File: src/rtl/pal_pkg.sv
package pal_pkg;

   localparam int WORD_W = 32;

   typedef enum logic [1:0] {
      DEPTH_2B   = 2'd0,
      DEPTH_4B   = 2'd1,
      DEPTH_8B   = 2'd2,
      DEPTH_NONE = 2'd3
   } pal_depth_e;

   typedef enum logic [1:0] {
      FMT_565H = 2'd0,
      FMT_565T = 2'd1,
      FMT_666T = 2'd2,
      FMT_888T = 2'd3
   } pal_fmt_e;

endpackage

File: src/rtl/pal_count_decode.sv
module pal_count_decode
   import pal_pkg::*;
#(
   parameter int PAL_AW = 8
) (
   input  pal_depth_e          depth,
   output logic                has_pal,
   output logic [PAL_AW-1:0]   last_idx
);
   localparam int N_DEPTH = 3;

   logic [PAL_AW-1:0] last_tab [N_DEPTH];

   // entry count is 2**bpp, with bpp = 2, 4, 8
   for (genvar g = 0; g < N_DEPTH; g++) begin : g_tab
      localparam int BPP = 2 << g;
      assign last_tab[g] = PAL_AW'((1 << BPP) - 1);
   end

   always_comb begin
      has_pal  = 1'b1;
      last_idx = '0;
      case (depth)
         DEPTH_2B: last_idx = last_tab[0];
         DEPTH_4B: last_idx = last_tab[1];
         DEPTH_8B: last_idx = last_tab[2];
         default:  has_pal  = 1'b0;
      endcase
   end

endmodule

File: src/rtl/pal_fmt_convert.sv
module pal_fmt_convert
   import pal_pkg::*;
#(
   parameter int CH_W = 8,
   localparam int ENT_W = 3*CH_W + 1
) (
   input  logic [WORD_W-1:0] word,
   input  logic              half,
   input  pal_fmt_e          fmt,
   input  logic              mono,
   output logic [ENT_W-1:0]  entry
);
   logic [15:0]      hw;
   logic [7:0]       grey8;
   logic [ENT_W-1:0] lane [4];

   function automatic logic [CH_W-1:0] widen(input logic [7:0] v);
      logic [CH_W+7:0] tmp;
      tmp = {v, {CH_W{1'b0}}} >> 8;
      return tmp[CH_W-1:0];
   endfunction

   assign hw = half ? word[31:16] : word[15:0];

   for (genvar f = 0; f < 4; f++) begin : g_lane
      logic [7:0] r8, g8, b8;
      logic       t;
      if (f == 0) begin : g_h565
         assign r8 = {hw[15:11], 3'b000};
         assign g8 = {hw[10:5],  2'b00};
         assign b8 = {hw[4:0],   3'b000};
         assign t  = 1'b0;
      end else if (f == 1) begin : g_w565
         assign r8 = {word[23:19], 3'b000};
         assign g8 = {word[15:10], 2'b00};
         assign b8 = {word[7:3],   3'b000};
         assign t  = word[24];
      end else if (f == 2) begin : g_w666
         assign r8 = {word[23:18], 2'b00};
         assign g8 = {word[15:10], 2'b00};
         assign b8 = {word[7:2],   2'b00};
         assign t  = word[24];
      end else begin : g_w888
         assign r8 = word[23:16];
         assign g8 = word[15:8];
         assign b8 = word[7:0];
         assign t  = word[24];
      end
      assign lane[f] = {t, widen(r8), widen(g8), widen(b8)};
   end

   assign grey8 = (fmt == FMT_565H) ? hw[7:0] : word[7:0];

   always_comb begin
      entry = lane[fmt];
      if (mono) begin
         entry = {lane[fmt][ENT_W-1], widen(grey8), widen(grey8), widen(grey8)};
      end
   end

endmodule

File: src/rtl/pal_load_ctrl.sv
module pal_load_ctrl
   import pal_pkg::*;
#(
   parameter int PAL_AW = 8,
   localparam int OFF_W = PAL_AW + 2
) (
   input  logic              clk,
   input  logic              rst_n,
   input  logic              load_start,
   input  logic              has_pal,
   input  logic [PAL_AW-1:0] last_idx,
   input  pal_fmt_e          cfg_fmt,
   input  logic              cfg_mono,
   input  logic              in_valid,
   output logic              busy,
   output logic [PAL_AW-1:0] idx,
   output logic              half,
   output pal_fmt_e          fmt_l,
   output logic              mono_l,
   output logic              take,
   output logic              last_take,
   output logic              in_ready,
   output logic              reconv_req,
   output logic [OFF_W-1:0]  byte_off
);
   logic [PAL_AW-1:0] last_l;
   logic              seen;
   logic              accept;

   assign accept    = !busy && load_start && has_pal;
   assign take      = busy && in_valid;
   assign last_take = take && (idx == last_l);
   assign in_ready  = busy && ((fmt_l != FMT_565H) || half);

   always_ff @(posedge clk) begin
      if (!rst_n) begin
         busy   <= 1'b0;
         idx    <= '0;
         half   <= 1'b0;
         fmt_l  <= FMT_565H;
         mono_l <= 1'b0;
         last_l <= '0;
         seen   <= 1'b0;
      end else if (accept) begin
         busy   <= 1'b1;
         idx    <= '0;
         half   <= 1'b0;
         fmt_l  <= cfg_fmt;
         mono_l <= cfg_mono;
         last_l <= last_idx;
         seen   <= 1'b1;
      end else if (take) begin
         idx <= idx + 1'b1;
         if (fmt_l == FMT_565H) begin
            half <= !half;
         end
         if (idx == last_l) begin
            busy <= 1'b0;
         end
      end
   end

   assign reconv_req = seen && (cfg_fmt != fmt_l);
   assign byte_off   = (fmt_l == FMT_565H) ? {1'b0, idx, 1'b0} : {idx, 2'b00};

endmodule

File: src/rtl/pal_loader.sv
module pal_loader
   import pal_pkg::*;
#(
   parameter int PAL_AW = 8,
   parameter int CH_W   = 8,
   localparam int OFF_W = PAL_AW + 2,
   localparam int ENT_W = 3*CH_W + 1
) (
   input  logic              clk,
   input  logic              rst_n,
   input  logic              load_start,
   input  logic [1:0]        cfg_depth,
   input  logic [1:0]        cfg_fmt,
   input  logic              cfg_mono,
   input  logic [31:0]       in_data,
   input  logic              in_valid,
   output logic              in_ready,
   output logic              busy,
   output logic [OFF_W-1:0]  rd_byte_off,
   output logic              wr_en,
   output logic [PAL_AW-1:0] wr_addr,
   output logic [ENT_W-1:0]  wr_data,
   output logic              done,
   output logic              reconv_req
);
   if (PAL_AW < 8) begin : g_chk_aw
      $error("pal_loader: PAL_AW must hold 256 entries");
   end
   if (CH_W < 8) begin : g_chk_ch
      $error("pal_loader: CH_W must be at least 8");
   end

   logic              has_pal;
   logic [PAL_AW-1:0] last_idx;
   logic [PAL_AW-1:0] idx;
   logic              half;
   pal_fmt_e          fmt_l;
   logic              mono_l;
   logic              take;
   logic              last_take;
   logic [ENT_W-1:0]  conv_entry;

   pal_count_decode #(.PAL_AW(PAL_AW)) u_count (
      .depth    (pal_depth_e'(cfg_depth)),
      .has_pal  (has_pal),
      .last_idx (last_idx)
   );

   pal_load_ctrl #(.PAL_AW(PAL_AW)) u_ctrl (
      .clk        (clk),
      .rst_n      (rst_n),
      .load_start (load_start),
      .has_pal    (has_pal),
      .last_idx   (last_idx),
      .cfg_fmt    (pal_fmt_e'(cfg_fmt)),
      .cfg_mono   (cfg_mono),
      .in_valid   (in_valid),
      .busy       (busy),
      .idx        (idx),
      .half       (half),
      .fmt_l      (fmt_l),
      .mono_l     (mono_l),
      .take       (take),
      .last_take  (last_take),
      .in_ready   (in_ready),
      .reconv_req (reconv_req),
      .byte_off   (rd_byte_off)
   );

   pal_fmt_convert #(.CH_W(CH_W)) u_conv (
      .word  (in_data),
      .half  (half),
      .fmt   (fmt_l),
      .mono  (mono_l),
      .entry (conv_entry)
   );

   always_ff @(posedge clk) begin
      if (!rst_n) begin
         wr_en   <= 1'b0;
         wr_addr <= '0;
         wr_data <= '0;
         done    <= 1'b0;
      end else begin
         wr_en <= take;
         done  <= last_take;
         if (take) begin
            wr_addr <= idx;
            wr_data <= conv_entry;
         end
      end
   end

endmodule

File: config.mk
export PLATFORM = sky130hd
export DESIGN_NAME = pal_loader
export DESIGN_NICKNAME = d
export VERILOG_FILES = /design/src/rtl/pal_pkg.sv /design/src/rtl/pal_count_decode.sv /design/src/rtl/pal_fmt_convert.sv /design/src/rtl/pal_load_ctrl.sv /design/src/rtl/pal_loader.sv
export SDC_FILE = /design/constraint.sdc
export NUM_CORES = 1
export LEC_CHECK = 0
export BUFFER_PORTS_ARGS = -buffer_cell sky130_fd_sc_hd__clkbuf_2
export CORE_UTILIZATION = 45
export DETAILED_ROUTE_END_ITERATION = 6
export GPL_TIMING_DRIVEN = 0
export PLACE_DENSITY_LB_ADDON = 0.1
export SYNTH_ARGS = -nofsm -noshare
export SYNTH_HDL_FRONTEND = slang
export SYNTH_SLANG_ARGS = --single-unit
File: constraint.sdc
create_clock -name clk -period 2.19 [get_ports clk]
set_clock_uncertainty 0.15 [all_clocks]
set_input_delay 0.438 -clock clk [delete_from_list [all_inputs] [get_ports clk]]
set_output_delay 0.438 -clock clk [all_outputs]
set_load 0.1 [all_outputs]
### Word-level counts from Yosys, hierarchy flattened

Cells that the tools add are included.

| word-level totals | value |
|---|---|
| word-level logic and storage cells | 49 |
| output and inout port bits | 48 |
| register bits after elaboration | 57 |

| operators by class | value |
|---|---|
| add/subtract/negate cells | 1 |
| mux-type cells | 12 |
| $lt $le $gt $ge | 1 |
| equality and inequality tests | 4 |
| reduce and logical (&&, ||, !) cells | 18 |
| bitwise operators | 2 |

Operator list:

| kind | number |
|---|---|
| $bmux 25 s2 | 1 |
| $mux 25 | 2 |
| $mux 24 | 1 |
| $pmux 8 s3 | 1 |
| $mux 16 | 1 |
| $mux 10 | 1 |
| $add 8x1->8 const B | 1 |
| $eq 8x8->1 | 1 |
| $mux 8 | 1 |
| $logic_and 1x1->1 | 6 |
| $reduce_bool 2->1 | 3 |
| $logic_not 2->1 | 2 |
| $mux 1 | 4 |
| $reduce_and 2->1 | 2 |
| $ge 3x3->1 const B | 1 |
| $not 2->3 | 1 |
| $reduce_or 3->1 | 1 |
| $eq 2x1->1 const B | 1 |
| $eq 2x2->1 const B | 1 |
| $logic_not 1->1 | 2 |
| $ne 2x2->1 | 1 |
| $reduce_or 2->1 | 1 |
| $logic_or 1x1->1 | 1 |
| $not 1->1 | 1 |

### Depth between registers and ports, before layout

Gate-level depths: netlist of the first run.

| depth | value |
|---|---|
| depth in word-level cells | 6 |
| mapped depth | 7 |
| gate-level depth less buffers | 4 |

### By module

Synthesis of the first run repeated with hierarchy kept, for this count alone.

| second synthesis, totals | value |
|---|---|
| cells, all modules | 375 |
| area, all modules | 3373.2 µm² |

By module, submodules not included:

| module | sequential area each (µm²) | area an instance (µm²) | cells an instance | instances |
|---|---|---|---|---|
| pal_loader | 700.7 | 1332.5 | 110 | 1 |
| pal_load_ctrl | 440.4 | 1138.6 | 134 | 1 |
| pal_fmt_convert | 0.0 | 820.8 | 120 | 1 |
| pal_count_decode | 0.0 | 81.3 | 11 | 1 |

### Worst setup path after synthesis of the first run

No wires, ideal clock.

| path | value |
|---|---|
| path kind | register to output |
| start | reg u_ctrl.fmt_l[1] |
| end | out rd_byte_off[7] |
| arrival | 3077 ps |
| stages on the path, launching flop included | 6 |
| setup slack | -1475 ps |
| path buffers | 3 |
| data required time | 1602 ps |
| cells stage by stage | dfxtp_1 buf_6 or2_1 buf_6 clkbuf_1 o21ai_0 |

| on the way | value |
|---|---|
| cells in the longest elaborated chain, start to end | 2 |

Ends and longest elaborated chain:

| what | line | source |
|---|---|---|
| start, declared | pal_load_ctrl.sv:18 | `output pal_fmt_e fmt_l,` |
| start signal, assigned | pal_load_ctrl.sv:48 | `fmt_l <= cfg_fmt;` |
| $logic_not 2->1 | pal_load_ctrl.sv:64 | `assign byte_off = (fmt_l == FMT_565H) ? {1'b0, idx, 1'b0} : {idx, 2'b00};` |
| $mux 10 | pal_load_ctrl.sv:64 |  |
| end, declared | pal_loader.sv:19 | `output logic [OFF_W-1:0] rd_byte_off,` |

No other way between the ends.

### Worst setup path after layout of the first run

| path | value |
|---|---|
| start | reg u_ctrl.fmt_l[1] |
| end | out in_ready |

| on the way | value |
|---|---|
| cells in the longest elaborated chain, start to end | 3 |

Ends and longest elaborated chain:

| what | line | source |
|---|---|---|
| $reduce_bool 2->1 | pal_load_ctrl.sv:33 | `assign in_ready = busy && ((fmt_l != FMT_565H) \|\| half);` |
| $logic_or 1x1->1 | pal_load_ctrl.sv:33 |  |
| $logic_and 1x1->1 | pal_load_ctrl.sv:33 |  |
| end, declared | pal_loader.sv:17 | `output logic in_ready,` |

No other way between the ends.

==> reports/results.ini, run 1 <==
[finish]
final_util=0.600
nets=502
syn2layout_area_growth_pct=28.2
regArea_um2=1040
stdcell_area_um2=3570
final.fill_count=563
drive_gt1_frac=0.285
multiInputGateArea_um2=1530
instances_no_fill=534
diodes=0

[synthesis]
yosysSeqAreaShare=0.374
synthFlopType=dfxtp_1
syn_inst=366
ys_ff_latch=52
synth_fp_nets=410
synthAdderAreaFrac=0.0135
synth_xor_area_frac=0.0220
synth.cell_area_um2=2790
avgSynthCellArea_um2=7.61
synth-async-reset-ratio=0
synth_top_family_by_area=compound AO/OA/AOI/OAI gates
synth-simple-area-share=0.175
synth_compound_gate_area_share=0.249
yosysUniqueCellTypes=40
synthMuxAreaShare=0.0768
synth_warnings=0
synth-edff-count=0

[clocking]
clock_path_buffers=2
cts-root-buf=clkbuf_8
path_clk_slew_ps=100
clock_latency_ps=310
hold_buffers=0
tritoncts=yes
htree_levels=2
numCtsBuffers=5
cts_num_sinks=52
postCtsSetupRepairBufs=0

[sta]
tns_ps=0
relSlewSlack=0.630
slew_viol_final=0
setup_ws_ps=49.9
period_needed_ps=2140
max_clock_freq_mhz=467
worst_slew_pin_slew_ps=558
setup_viol=0
hold_ws_ps=236
rsz0062_at_grt=false
post-route-period-util=0.977
hold_violations=0

[floorplan]
die_x_um=80.7
die_h_um=80.7
rows=28
core_region_area_um2=5960
num_io_pins=89
die-area_um2=6510
start_util=0.468

[global_routing]
grt_pass1_vias=2629
grt_max_degree=20
grt_pass1_wl_um=12700
grt_use_total=0.256
overflow=0
antenna_found_initial=0

[setup_path]
r2r_cells=6
required_ps=1600
slowest_stage=dfxtp_1
cpMostUsedCell=buf_12
worstSetupStartpoint=u_ctrl.fmt_l[1]$_SDFFE_PN0P_
worstReg2RegEnd=wr_data[22]$_SDFFE_PN0P_
crit_cells=5
worstSetupEndpointType=output port
max_stage_delay_ps=320
rrSetupSlack_ps=460
crit_chain=buf_6 > or2_4 > buf_12 > o21a_2 > buf_12
start_kind=flop
endpoint=in_ready
cp.arrival_ps=1550
r2r-start=u_ctrl.mono_l$_SDFFE_PN0P_
crit_family=buffers and inverters
cp.buffers_inverters=3
critPathKind=reg -> out
crit_fanout=19

[power]
leakagePower_nw=1.56
irDropWorstVdd_uv=323
total_power_mw=2.41
power_density_nw_per_um2=675

[place]
pre_cts_slack_ps=-154
place_inst=528
dpl.hpwl_um=5620
port_buffers=87
dpl_cell_area_um2=3340
gp_congestion=0.866

[detailed_routing]
drtIter0Drc=111
drcViolationCount=0
wl_per_cell_um=14.6
viasPerCell=5.25
wl_um=7780
first_pass_iters=4
vias=2802
ant_nets=0

[outcome]
status=finished clean

[worst_hold_path]
holdCritPathClass=in -> reg
min_path_cells=3

[flow_run]
cap_violations=0

cells in the mapped netlist, drive strengths merged (4+ instances only):
master / instances / area [um^2]
nand2: 66 / 248
a21oi: 65 / 333
dfxtp: 52 / 1040
o21ai: 30 / 150
buf: 20 / 128
mux2i: 18 / 180
inv: 17 / 63.8
clkbuf: 15 / 56.3
a21boi: 10 / 75.1
nor2: 10 / 37.5
o211ai: 9 / 67.6
nor2b: 5 / 31.3
and2: 4 / 25.0
nand4: 4 / 25.0
nor3: 4 / 20.0
xnor2: 4 / 35.0
worst min-delay path by stage:
stage,slack (ps),start,endpoint
after detailed placement,310,wr_addr[7]$_SDFFE_PN0P_,wr_addr[7]$_SDFFE_PN0P_
after global placement,300,wr_addr[5]$_SDFFE_PN0P_,wr_addr[5]$_SDFFE_PN0P_
final,240,cfg_mono,u_ctrl.mono_l$_SDFFE_PN0P_
after floorplan,280,u_ctrl.seen$_SDFFE_PN0P_,u_ctrl.seen$_SDFFE_PN0P_
after CTS,230,cfg_mono,u_ctrl.mono_l$_SDFFE_PN0P_
after global routing,280,cfg_fmt[0],u_ctrl.fmt_l[0]$_SDFFE_PN0P_
worst register-to-register path: cells and delay by family (launching register included):
kind	cells	cell delay (ps)
AOI/OAI and AO/OA	2	270
buffers and inverters	2	530
DFF	1	330
muxes	1	280
and+or+nand+nor	1	110
metal layers:
| metal | share of wire | track usage | vias to the layer above |
|---|---|---|---|
| met3 | 0.048 | 0.0477 | 12 |
| met4 | 0.013 | 0.0821 | 0 |
| met1 | 0.46 | 0.334 | 1281 |
| li1 | - | - | 1427 |
| met5 | 0 | 0 | - |
| met2 | 0.48 | 0.421 | 82 |
cell type report:
cell class | instances | area share
Clock inverter | 2 | 0.0109
Multi-Input combinational cell | 262 | 0.430
Inverter | 17 | 0.0179
Sequential cell | 52 | 0.292
Clock buffer | 6 | 0.0203
Tap cell | 75 | 0.0263
Timing Repair Buffer | 87 | 0.149
Buffer | 33 | 0.0540
repair_timing:
item / 4_1_cts / 5_1_grt
pin swaps: 0 / 1
gates resized for setup: 25 / 8
setup endpoints to repair: 10 / 10
cloned: 0 / 0
endpoints found under the hold margin: 0 / 0
flip-flops by register name (all words and copies together) (netlist names):
register,count
done,1
u_ctrl.busy,1
u_ctrl.fmt_l,2
u_ctrl.half,1
u_ctrl.idx,8
u_ctrl.last_l,3
u_ctrl.mono_l,1
u_ctrl.seen,1
wr_addr,8
wr_data,25
wr_en,1
layout by cell type (no fill, tap or decap), types with 4 or more instances in the layout:
master / n
clkbuf_2: 77
a21oi_1: 63
nand2_1: 61
dfxtp_1: 50
o21ai_0: 28
mux2i_1: 18
inv_1: 17
clkbuf_1: 15
clkbuf_8: 12
buf_2: 9
a21boi_0: 9
o211ai_1: 9
nor2_1: 9
nand2_2: 5
nor2b_1: 5
xnor2_1: 4
buf_4: 4
nor3_1: 4
nand4_1: 4
logic make-up after synthesis:
group,count (synthesis)
DFF,52
muxes,21
and+or+nand+nor,108
other,1
AOI/OAI and AO/OA,122
adders and majority gates,3
buffers and inverters,52
xor gates and xnor gates,7
power by group:
| part | internal, mW | switching (mW) | leakage (nW) | total [mW] |
|---|---|---|---|---|
| Clock | 0.346 | 0.336 | 0.0558 | 0.682 |
| Sequential | 0.990 | 0.0275 | 0.424 | 1.02 |
| Combinational | 0.194 | 0.516 | 1.08 | 0.710 |
| Total | 1.53 | 0.880 | 1.56 | 2.41 |
(Power assumes the default switching activity.)
==> run 2: changes to the inputs <==
Settings changed: GPL_TIMING_DRIVEN 0 to not set.
==> reports/results.ini, run 2 (synthesized netlist as in run 1, its figures left out) <==
[worst_hold_path]
min_path_cells=3  ; unchanged
hp-start=cfg_mono
holdCritPathClass=in -> reg
hold_end=u_ctrl.mono_l$_SDFFE_PN0P_

[finish]
regArea_um2=1040  ; -0.12%
mostFrequentLayoutCells=clkbuf_2, a21oi_1, nand2_1, dfxtp_1, o21ai_0
syn2layout_area_growth_pct=28.0
stdcell_area_um2=3560  ; -0.18%
top_regs=wr_data: 25 flops, u_ctrl.idx: 8 flops, wr_addr: 8 flops
drive_gt1_frac=0.287  ; +0.00161
final.fill_count=570  ; +1.2%
final_common_cell=clkbuf_2
nets=482  ; -4.0%
diodes=0  ; unchanged
regMostFlops=wr_data
multiInputGateArea_um2=1530  ; -0.33%
largest_register_ffs=25  ; unchanged
instances_no_fill=514  ; -3.7%

[setup_path]
r2r_cells=5  ; -1
rrSetupSlack_ps=440  ; -20 ps
worstSetupEndpointType=output port
crit_fanout=12  ; -7
required_ps=1600  ; about the same
start_kind=flop
critPathKind=reg -> out
r2r-start=u_ctrl.fmt_l[1]$_SDFFE_PN0P_
cp.arrival_ps=1470  ; -80 ps
worstReg2RegEnd=wr_data[19]$_SDFFE_PN0P_

[place]
port_buffers=87  ; unchanged
gp_congestion=0.836  ; -3.5%
dpl_cell_area_um2=3440  ; +2.9%
dpl.hpwl_um=4900  ; -13%
place_inst=505  ; -4.4%

[clocking]
path_clk_slew_ps=100  ; about the same
numCtsBuffers=5  ; unchanged
clock_latency_ps=310  ; about the same
tritoncts=yes
clock_path_buffers=2  ; unchanged
cts-root-buf=clkbuf_8
htree_levels=2  ; unchanged
cts_num_sinks=52  ; unchanged
postCtsSetupRepairBufs=0  ; unchanged

[floorplan]
die_x_um=80.7  ; unchanged
num_io_pins=89  ; unchanged
die-area_um2=6510  ; unchanged
die_h_um=80.7  ; unchanged
rows=28  ; unchanged
start_util=0.468  ; unchanged
core_region_area_um2=5960  ; unchanged

[global_routing]
grt_max_degree=36  ; +80%
overflow=0  ; unchanged
grt_use_total=0.221  ; -0.0344
grt_pass1_wl_um=11200  ; -12%
grt_pass1_vias=2420  ; -7.9%
antenna_found_initial=0  ; unchanged

[detailed_routing]
drtIter0Drc=76  ; -32%
wl_per_cell_um=13.4  ; -7.7%
drcViolationCount=0  ; unchanged
vias=2673  ; -4.6%
ant_nets=0  ; unchanged
first_pass_iters=6  ; +2
wl_um=6910  ; -11%
viasPerCell=5.20  ; -0.89%

[sta]
worst_slew_pin_slew_ps=548  ; -10.1 ps
max_clock_freq_mhz=486  ; +4.0%
slew_viol_final=0  ; unchanged
post-route-period-util=0.940  ; -0.0375
period_needed_ps=2060  ; -82.2 ps
relSlewSlack=0.637  ; +0.00671
tns_ps=0  ; unchanged
hold_violations=0  ; unchanged
setup_viol=0  ; unchanged
rsz0062_at_grt=false

[power]
leakagePower_nw=1.54  ; -1.6%
irDropWorstVdd_uv=342  ; +5.9%
power_density_nw_per_um2=666  ; -1.3%
total_power_mw=2.38  ; -1.4%

[flow_run]
cap_violations=0  ; unchanged

[outcome]
status=finished clean

-- run 2: cell types whose count changed in the layout (fill, tap and decap cells not counted), moves of 2 or more --
cell / before / now
buf_4: 4 / 9
clkbuf_8: 12 / 5
buf_1: 2 / 0
buf_2: 9 / 1
buf_12: 2 / 13
clkbuf_1: 15 / 1
buf_8: 3 / 0
-- run 2: timing repair --
action | in CTS | in global routing
endpoints found under the setup margin | 8 | 7
hold buffers | 0 | 0
gates cloned | 0 | 1
resized for setup | 1 | 2
-- run 2: worst max path at each step --
stage,end,depth (start not counted),slack (ps),start
after floorplan,rd_byte_off[7],5,-190,u_ctrl.fmt_l[1]$_SDFFE_PN0P_
after global placement,rd_byte_off[9],3,340,u_ctrl.fmt_l[1]$_SDFFE_PN0P_
after detailed placement,rd_byte_off[9],3,290,u_ctrl.fmt_l[1]$_SDFFE_PN0P_
after CTS,rd_byte_off[8],5,60,u_ctrl.fmt_l[1]$_SDFFE_PN0P_
after global routing,rd_byte_off[8],5,10,u_ctrl.fmt_l[1]$_SDFFE_PN0P_
final,rd_byte_off[8],5,130,u_ctrl.fmt_l[1]$_SDFFE_PN0P_
-- run 2: layout make-up --
cell class	instances	share of cell area
multi-input cells	262	0.429
flip-flops and latches	52	0.292
inverters	17	0.0179
repair buffers	100	0.203
clock inverters	2	0.0109
well taps	75	0.0263
clock buffers	6	0.0204
-- run 2: power by group --
part | switching (mW) | internal [mW] | leakage [nW]
clock | 0.324 | 0.346 | 0.0558
sequential | 0.0321 | 0.990 | 0.423
combinational | 0.494 | 0.190 | 1.06
-- run 2: per-stage QoR --
step,util,worst slack (ps),hold slack [ps]
after floorplan,-,-189,284
after global placement,0.578,340,291
after detailed placement,0.578,288,301
after CTS,0.597,55.3,239
after global routing,0.599,12.9,283
final,0.599,132,248
-- run 2: per-layer routing --
metal / up-vias / GRT usage / wire [um]
met3: 6 / 0.0409 / 345
met2: 71 / 0.377 / 3260
met1: 1209 / 0.285 / 3250
met5: - / 0 / 0
li1: 1387 / - / -
met4: 0 / 0.0536 / 55
-- run 2: worst max-delay path: stages, from the launching register on --
cell and delay, ps:
dfxtp_1 400, nor2_2 210, buf_6 190, nand2_1 80, o21ai_2 90, buf_12 190
==> run 3: changes to the inputs <==
Settings changed: PLACE_DENSITY set to 0.7, PLACE_DENSITY_LB_ADDON 0.1 to not set.
==> reports/results.ini, run 3 (synthesized netlist as in run 1, its figures left out) <==
[global_routing]
grt_pass1_wl_um=11500  ; +3.0%
grt_use_total=0.229  ; +0.00803
grt_max_degree=32  ; -11%
overflow=0  ; unchanged
grt_pass1_vias=2521  ; +4.2%
antenna_found_initial=0  ; unchanged

[detailed_routing]
met2_length_um=3270  ; +0.46%
wl_met1_um=3190  ; -2.0%
drtIter0Drc=143  ; +88%
wl_met3_um=441  ; +28%
wl_per_cell_um=13.5  ; +0.68%
drcViolationCount=0  ; unchanged
wl_um=6990  ; +1.1%
top_layer=met4
ant_nets=0  ; unchanged
vias=2742  ; +2.6%
viasPerCell=5.31  ; +2.2%
first_pass_iters=4  ; -2

[finish]
largest_register_ffs=25  ; unchanged
syn2layout_area_growth_pct=26.9
instances_no_fill=516  ; +0.39%
diodes=0  ; unchanged
mostFrequentLayoutCells=clkbuf_2, a21oi_1, nand2_1, dfxtp_1, o21ai_0
nets=484  ; +0.41%
final_util=0.593  ; -0.00525
top_regs=wr_data: 25 flops, u_ctrl.idx: 8 flops, wr_addr: 8 flops
final_common_cell=clkbuf_2
regMostFlops=wr_data
drive_gt1_frac=0.288  ; +0.000966

[power]
irDropWorstVdd_uv=435  ; +27%
pwr-share-clk=0.254  ; -0.028
p_comb_frac=0.297  ; +0.009
power.switching_uw=847  ; -0.27%
share_seq_of_total_power=0.449  ; +0.019
leakagePower_nw=1.53  ; -0.65%
power_density_nw_per_um2=646  ; -3.1%
p_int_mw=1.44  ; -5.9%
switching_share=0.371  ; +0.0135

[floorplan]
die_x_um=80.7  ; unchanged
die_h_um=80.7  ; unchanged
die-area_um2=6510  ; unchanged
num_io_pins=89  ; unchanged
core_region_area_um2=5960  ; unchanged
rows=28  ; unchanged
start_util=0.468  ; unchanged

[setup_path]
rrSetupSlack_ps=430  ; about the same
critPathKind=reg -> out
r2r-start=u_ctrl.fmt_l[1]$_SDFFE_PN0P_
required_ps=1600  ; about the same
r2r_cells=5  ; unchanged
worstSetupEndpointType=output port
start_kind=flop
crit_fanout=12  ; unchanged
cp.arrival_ps=1450  ; -20 ps
worstSetupStartpoint=u_ctrl.fmt_l[1]$_SDFFE_PN0P_
endpoint=in_ready
worstReg2RegEnd=wr_data[10]$_SDFFE_PN0P_

[place]
place_inst=508  ; +0.59%
port_buffers=87  ; unchanged
gp_congestion=0.852  ; +1.9%
dpl.hpwl_um=5130  ; +4.7%

[sta]
worst_slew_pin_slew_ps=539  ; -8.18 ps
period_needed_ps=2030  ; -24.1 ps
slew_viol_final=0  ; unchanged
hold_violations=0  ; unchanged
post-route-period-util=0.929  ; -0.0110
max_clock_freq_mhz=492  ; +1.2%
setup_viol=0  ; unchanged
relSlewSlack=0.640  ; +0.00303
rsz0062_at_grt=false

[clocking]
cts_num_sinks=52  ; unchanged
htree_levels=2  ; unchanged
numCtsBuffers=5  ; unchanged
clock_path_buffers=2  ; unchanged
clock_latency_ps=310  ; about the same
path_clk_slew_ps=90  ; about the same
tritoncts=yes
cts-root-buf=clkbuf_8

[worst_hold_path]
holdCritPathClass=in -> reg

[flow_run]
cap_violations=0  ; unchanged

[outcome]
status=finished clean

-- run 3: changes by cell type in the layout (fill, tap and decap cells not counted), sizes merged --
cell / previous run / this run
clkbuf: 82 / 83
buf: 24 / 26
inv: 18 / 17
bufinv: 1 / 0
clkinvlp: 0 / 1
-- run 3: metrics by stage --
stage	hold slack [ps]	total power [mW]	setup WS [ps]	cell area [um^2]	TNS, ps
detailed placement	311	1.72	256	3440	0
global route	272	2.40	69.0	3530	0
finish	243	2.28	156	3530	0
floorplan	284	1.57	-189	2810	-189
CTS	239	2.31	138	3530	0
global placement	294	1.72	290	3440	0
-- run 3: worst min-delay path by stage --
stage / from / end / slack, ps / depth (start not counted)
after floorplan: u_ctrl.seen$_SDFFE_PN0P_ / u_ctrl.seen$_SDFFE_PN0P_ / 280 / 1
after CTS: cfg_mono / u_ctrl.mono_l$_SDFFE_PN0P_ / 240 / 3
after global placement: u_ctrl.seen$_SDFFE_PN0P_ / u_ctrl.seen$_SDFFE_PN0P_ / 290 / 1
after global routing: cfg_mono / u_ctrl.mono_l$_SDFFE_PN0P_ / 270 / 3
after detailed placement: wr_addr[3]$_SDFFE_PN0P_ / wr_addr[3]$_SDFFE_PN0P_ / 310 / 2
final: cfg_mono / u_ctrl.mono_l$_SDFFE_PN0P_ / 240 / 3
-- run 3: timing repair --
| item | in CTS | in global routing |
|---|---|---|
| resized for setup | 1 | 0 |
| hold buffers | 0 | 0 |
| buffers inserted | 0 | 0 |
| setup endpoints to repair | 3 | 0 |
-- run 3: metal layers --
layer  vias up  global-route usage
li1       1396                   -
met1      1246               0.284
met2        91               0.381
met3         9              0.0659
met4         0              0.0714
met5         -                   0
-- run 3: area by class of cell --
type | instances | area [um^2]
clock buffers | 7 | 86.3
clock inverters | 1 | 7.51
fillers | 571 | 2420
inverters | 17 | 63.8
multi-input cells | 262 | 1530
flip-flops and latches | 52 | 1040
well taps | 75 | 93.8
repair buffers | 102 | 713
-- run 3: worst max-delay path, cell delays in order (launching register included) --
cell     delay [ps]
dfxtp_1         390
or2_4           340
o21a_2          240
buf_12          170
-- run 3: power by group through the flow --
stage / registers [mW] / clock network [mW] / logic, mW
final: 1.03 / 0.580 / 0.677
after global routing: 1.03 / 0.648 / 0.724
after CTS: 1.03 / 0.602 / 0.678
after detailed placement: 1.05 / 0 / 0.674
after global placement: 1.05 / 0 / 0.670
after floorplan: 1.27 / 0 / 0.297
